--- config.mk ---
export PLATFORM = sky130hd
export DESIGN_NAME = tick_match_timer
export DESIGN_NICKNAME = d
export VERILOG_FILES = /design/src/rtl/tmr_pkg.sv /design/src/rtl/tmr_prescale.sv /design/src/rtl/tmr_core.sv /design/src/rtl/tmr_readout.sv /design/src/rtl/tick_match_timer.sv
export SDC_FILE = /design/constraint.sdc
export NUM_CORES = 1
export LEC_CHECK = 0
export BUFFER_PORTS_ARGS = -buffer_cell sky130_fd_sc_hd__buf_2
export CORE_ASPECT_RATIO = 1.5
export CORE_MARGIN = 5
export CORE_UTILIZATION = 40
export CTS_CLUSTER_SIZE = 12
export DETAILED_ROUTE_END_ITERATION = 6
export HOLD_SLACK_MARGIN = 0.03
export PLACE_DENSITY_LB_ADDON = 0.3
export SYNTH_ARGS = -nofsm -noshare
export SYNTH_HDL_FRONTEND = slang
export SYNTH_HIERARCHICAL = 1
export SYNTH_SLANG_ARGS = --single-unit
--- constraint.sdc ---
create_clock -name clk_i -period 3.8 [get_ports clk_i]
set_clock_uncertainty 0.05 [all_clocks]
set_input_delay 0.38 -clock clk_i [delete_from_list [all_inputs] [get_ports clk_i]]
set_output_delay 0.38 -clock clk_i [all_outputs]
set_load 0.05 [all_outputs]
--- src/rtl/tmr_pkg.sv ---
package tmr_pkg;
    parameter int TMR_CNT_W = 32;

    typedef enum logic {
        SEL_COUNT = 1'b0,
        SEL_CMP   = 1'b1
    } tmr_sel_e;

    typedef struct packed {
        logic [TMR_CNT_W-1:0] count;
        logic [TMR_CNT_W-1:0] cmp;
        logic                 pend;
    } tmr_core_t;
endpackage

--- src/rtl/tmr_prescale.sv ---
module tmr_prescale #(
    parameter int DIV_W = 8
) (
    input  logic             clk_i,
    input  logic             rst_ni,
    input  logic [DIV_W-1:0] div_cfg_i,
    input  logic             restart_i,
    output logic             tick_o
);
    typedef struct packed {
        logic [DIV_W-1:0] phase;
    } pre_t;

    pre_t             st_d, st_q;
    logic [DIV_W-1:0] last_phase;

    // divisor zero acts as divide-by-one
    always_comb begin
        if (div_cfg_i == '0) begin
            last_phase = '0;
        end else begin
            last_phase = div_cfg_i - 1'b1;
        end
    end

    always_comb begin
        st_d   = st_q;
        tick_o = 1'b0;
        if (restart_i) begin
            st_d.phase = '0;
        end else if (st_q.phase >= last_phase) begin
            tick_o     = 1'b1;
            st_d.phase = '0;
        end else begin
            st_d.phase = st_q.phase + 1'b1;
        end
    end

    always_ff @(posedge clk_i or negedge rst_ni) begin
        if (!rst_ni) begin
            st_q <= '0;
        end else begin
            st_q <= st_d;
        end
    end
endmodule

--- src/rtl/tmr_core.sv ---
module tmr_core
    import tmr_pkg::*;
#(
    parameter int CNT_W = TMR_CNT_W
) (
    input  logic             clk_i,
    input  logic             rst_ni,
    input  logic             tick_i,
    input  logic             wr_cnt_i,
    input  logic             wr_cmp_i,
    input  logic [CNT_W-1:0] wdata_i,
    output logic [CNT_W-1:0] count_o,
    output logic [CNT_W-1:0] cmp_o,
    output logic             pend_o
);
    tmr_core_t        st_d, st_q;
    logic [CNT_W-1:0] count_inc;

    assign count_inc = st_q.count + 1'b1;

    always_comb begin
        st_d = st_q;
        if (wr_cnt_i) begin
            // new position; pending state kept as is
            st_d.count = wdata_i;
        end else if (tick_i) begin
            st_d.count = count_inc;
        end
        if (wr_cmp_i) begin
            st_d.cmp  = wdata_i;
            st_d.pend = 1'b0;
        end
        if (tick_i && !wr_cnt_i && (count_inc == st_d.cmp)) begin
            st_d.pend = 1'b1;
        end
    end

    always_ff @(posedge clk_i or negedge rst_ni) begin
        if (!rst_ni) begin
            st_q <= '0;
        end else begin
            st_q <= st_d;
        end
    end

    assign count_o = st_q.count;
    assign cmp_o   = st_q.cmp;
    assign pend_o  = st_q.pend;
endmodule

--- src/rtl/tmr_readout.sv ---
module tmr_readout #(
    parameter int CNT_W  = 32,
    parameter int DATA_W = 64
) (
    input  logic              sel_i,
    input  logic [CNT_W-1:0]  count_i,
    input  logic [CNT_W-1:0]  cmp_i,
    output logic [DATA_W-1:0] rd_o
);
    logic [CNT_W-1:0] picked;

    assign picked = sel_i ? cmp_i : count_i;

    generate
        if (DATA_W > CNT_W) begin : g_ext
            assign rd_o = {{(DATA_W-CNT_W){picked[CNT_W-1]}}, picked};
        end else begin : g_trunc
            assign rd_o = picked[DATA_W-1:0];
        end
    endgenerate
endmodule

--- src/rtl/tick_match_timer.sv ---
module tick_match_timer
    import tmr_pkg::*;
#(
    parameter int DATA_W = 64,
    parameter int DIV_W  = 8
) (
    input  logic              clk_i,
    input  logic              rst_ni,
    input  logic [DIV_W-1:0]  div_cfg_i,
    input  logic              wr_en_i,
    input  logic              wr_sel_i,
    input  logic [DATA_W-1:0] wr_data_i,
    input  logic              rd_sel_i,
    output logic [DATA_W-1:0] rd_data_o,
    output logic              irq7_o
);
    localparam int CNT_W = TMR_CNT_W;
    localparam int LOW_W = (DATA_W < CNT_W) ? DATA_W : CNT_W;

    logic             wr_cnt_w;
    logic             wr_cmp_w;
    logic             tick_w;
    logic [CNT_W-1:0] wdata_w;
    logic [CNT_W-1:0] count_w;
    logic [CNT_W-1:0] cmp_w;

    assign wr_cnt_w = wr_en_i && (tmr_sel_e'(wr_sel_i) == SEL_COUNT);
    assign wr_cmp_w = wr_en_i && (tmr_sel_e'(wr_sel_i) == SEL_CMP);

    always_comb begin
        wdata_w            = '0;
        wdata_w[LOW_W-1:0] = wr_data_i[LOW_W-1:0];
    end

    tmr_prescale #(.DIV_W(DIV_W)) u_pre (
        .clk_i     (clk_i),
        .rst_ni    (rst_ni),
        .div_cfg_i (div_cfg_i),
        .restart_i (wr_cnt_w),
        .tick_o    (tick_w)
    );

    tmr_core #(.CNT_W(CNT_W)) u_core (
        .clk_i    (clk_i),
        .rst_ni   (rst_ni),
        .tick_i   (tick_w),
        .wr_cnt_i (wr_cnt_w),
        .wr_cmp_i (wr_cmp_w),
        .wdata_i  (wdata_w),
        .count_o  (count_w),
        .cmp_o    (cmp_w),
        .pend_o   (irq7_o)
    );

    tmr_readout #(.CNT_W(CNT_W), .DATA_W(DATA_W)) u_rd (
        .sel_i   (rd_sel_i),
        .count_i (count_w),
        .cmp_i   (cmp_w),
        .rd_o    (rd_data_o)
    );
endmodule

==> impl_results.md <==
* Status: finished clean
* Required @ worst endpoint at 3.98 ns
* Antenna viol nets, final at 0
* PD cells at 497 mW/mm2
* CTS tree: built
* Die Y at 155 um
* Post-synthesis sequential area ratio at 0.328
* Reg2reg setup slack at 0.89 ns
* Async set or reset register ratio after synthesis at 1.00
* First-pass detailed-route iteration total at 5
* Post-CTS Resized at 0
* CP startpoint: div_cfg_i[0]
* Cells on worst reg2reg path at 8
* Ys Warns at 6
* Hold Crit Class: primary input to asynchronous set/reset pin
* Count leader, synth: dfrtp_1
* Cells after Synth at 568
* Setup repair bufs after CTS at 0
* Max cap viols at 0
* Netlist cell types at 62
* GRT Overall Usage at 0.170
* Synth cell count leaders: 73 x dfrtp_1, 61 x nand2_1, 45 x xnor2_1, 38 x buf_4, 38 x xor2_1
* Num CTS Buffers at 9
* Area Growth Syn to Fin at 12.7%
* Placement row count at between 50 and 60
* Die footprint at 0.0164 mm2
* CP Launch Type: primary input
* Initial antenna violation count at 0
* Fin. Hold Viols at 0
* Diode count at 0
* Most used DFF post-synth: dfrtp_1
* Fmax at 281 MHz
* # port buffers at 109
* Clock latency on the worst-skew pair at 0.33 ns
* FF+latch count, synth at 73
* DPL Wire Length at between 10 and 15 mm
* Sink Count at 73
* Power Total at roughly 3100 uW
* Chip width at around 110 um
* Worst rel slew slack at 0.440
* DR WL/cell at ~17 um
* Critical path peak fanout at 2
* Layout cells sized above 1 at 0.330
* Initial Util at 0.410
* Crit path time final at 3.55 ns
* # IOs at 142
* Number of DRC markers in iteration 0 at between 100 and 150
* Cell area after synthesis at 0.00557 mm2
* Cell accounting for the most synthesized area: dfrtp_1
* Crit. End Element: flip-flop
* Clock slew at reported path FFs at 0.06 ns
* First-pass GRT wire length at 22.5 mm
* Worst Tran Pin Value at around 0.84 ns
* Synth top area share at 0.328
* Vias in the first global route at 4559
* Mapped Nets at 656
* Vias per std cell at 5.30
* Worst r2r src: u_core/count_o[0]
* RSZ-0062 raised after global routing: false
* Util after Layout at 0.462
* Core ar. at 0.0136 mm2
* Final Max Slew Viols at 0
* Final period util at 0.936
* Final layout net count at 725
* GP Congestion at 0.830
* Final WL at 13.6 mm
* Hold Buf Count CTS at 0
* Standby leakage power at between 0.002 and 0.003 uW
* CTS Buffer Depth at 2
* H-tree Lvls at 3
* Root buf cell: clkbuf_16
* Worst Path Class, Setup: primary input to flip-flop
* Mapped Avg Cell Area at between 9 and 10 um2
* Post-synth EDFFs at 0
* Setup violations, final at 0
* VDD IR max at 0.248 mV
* Grt ovf at 0
* R2r endpoint: u_core/pend_o
* Via count at 4259
* DRC Markers at 0
* Pin count of the biggest net entering global routing at 51
* Crit path to: u_core/pend_o
* Synth area leaders: dfrtp_1 33%, mux2_4 8.1%, xnor2_1 7.1%, xor2_1 6.0%, buf_4 5.1%
* Critical Path AT at approximately 3.7 ns
* Fillers at 1300
==> kinds of logic (layout without fill, tap and decap cells) <==
logic type | Yosys count | in the layout | synth area share
AO/OA/AOI/OAI | 63 | 63 | 0.0765
XOR/XNOR | 86 | 86 | 0.143
adder cells (fa/ha/maj) | 11 | 11 | 0.0247
buffers and inverters | 81 | 155 | 0.0927
flip-flops | 73 | 73 | 0.328
multiplexers | 68 | 68 | 0.158
AND/OR/NAND/NOR | 186 | 186 | 0.178
==> report_power, final <==
group,internal [uW],leakage [uW],switching [uW]
sequential,889,0.000892,143
clock,561,0.000153,309
combinational,438,0.00175,780
total,1890,0.00279,1230
==> placed cells by master, fill, tap and decap left out, drive strengths merged, types with 5 or more instances in the layout <==
master and n:
a21oi 6, and2 6, and3 10, buf 123, clkbuf 14, dfrtp 73, ha 11, inv 16
mux2 54, mux2i 14, nand2 62, nand3 21, nand4 19, nor2 20, nor3 18, nor4 5
o21ai 35, or3 5, xnor2 45, xor2 38
==> metal layers <==
layer	global-route usage	wire [um]
met3	0.0259	548
met4	0.0691	363
met2	0.319	7290
met1	0.188	5420
met5	0	0
==> critical path, cell delays in order <==
cell       delay [ns]
buf_2            0.10
inv_1            0.06
ha_1             0.16
nor2b_1          0.18
nand3b_1         0.11
or3_1            0.35
and2_1           0.18
ha_1             0.26
nand2b_1         0.14
a21oi_4          0.08
o31ai_4          0.24
nor2b_1          0.21
nand2b_1         0.14
nor4_1           0.26
o2111ai_1        0.23
nor4_1           0.23
o2111ai_1        0.20
o32ai_2          0.24
==> flip-flops by register name, summed over array words and instances, names as in the netlist <==
signal          count
u_pre/st_q          8
u_core/pend_o       1
u_core/count_o     32
u_core/cmp_o       32
==> through the flow <==
stage / setup slack, ns / setup TNS [ns] / cells / hold slack [ns] / area, um2
global route: 0.0661 / 0 / 804 / 0.162 / 6280
CTS: 0.198 / 0 / 804 / 0.122 / 6280
finish: 0.245 / 0 / 804 / 0.0950 / 6280
detailed placement: -0.114 / -0.114 / 788 / 0.452 / 5970
floorplan: 0.0317 / 0 / 568 / 0.0344 / 5570
global placement: -0.0462 / -0.0462 / 788 / 0.421 / 5970
==> worst min-delay path by stage <==
stage	start	end	slack, ns
final	rst_ni	u_core/cmp_o[22]	0.1
after global placement	u_pre/st_q[0]	u_pre/st_q[0]	0.42
after CTS	rst_ni	u_core/cmp_o[0]	0.12
after detailed placement	u_pre/st_q[0]	u_pre/st_q[0]	0.45
after floorplan	rst_ni	u_core/cmp_o[0]	0.03
after global routing	rst_ni	u_core/cmp_o[0]	0.16
==> area by class of cell <==
class,instances,area [um2],area share
Multi-Input combinational cell,414,3230,0.514
Sequential cell,73,1830,0.291
Timing Repair Buffer,123,651,0.104
Clock buffer,14,274,0.0436
Tap cell,162,203,0.0323
Inverter,16,60.1,0.00956
Clock inverter,2,35.0,0.00558
No activity file was read; power rests on OpenSTA's default activity.
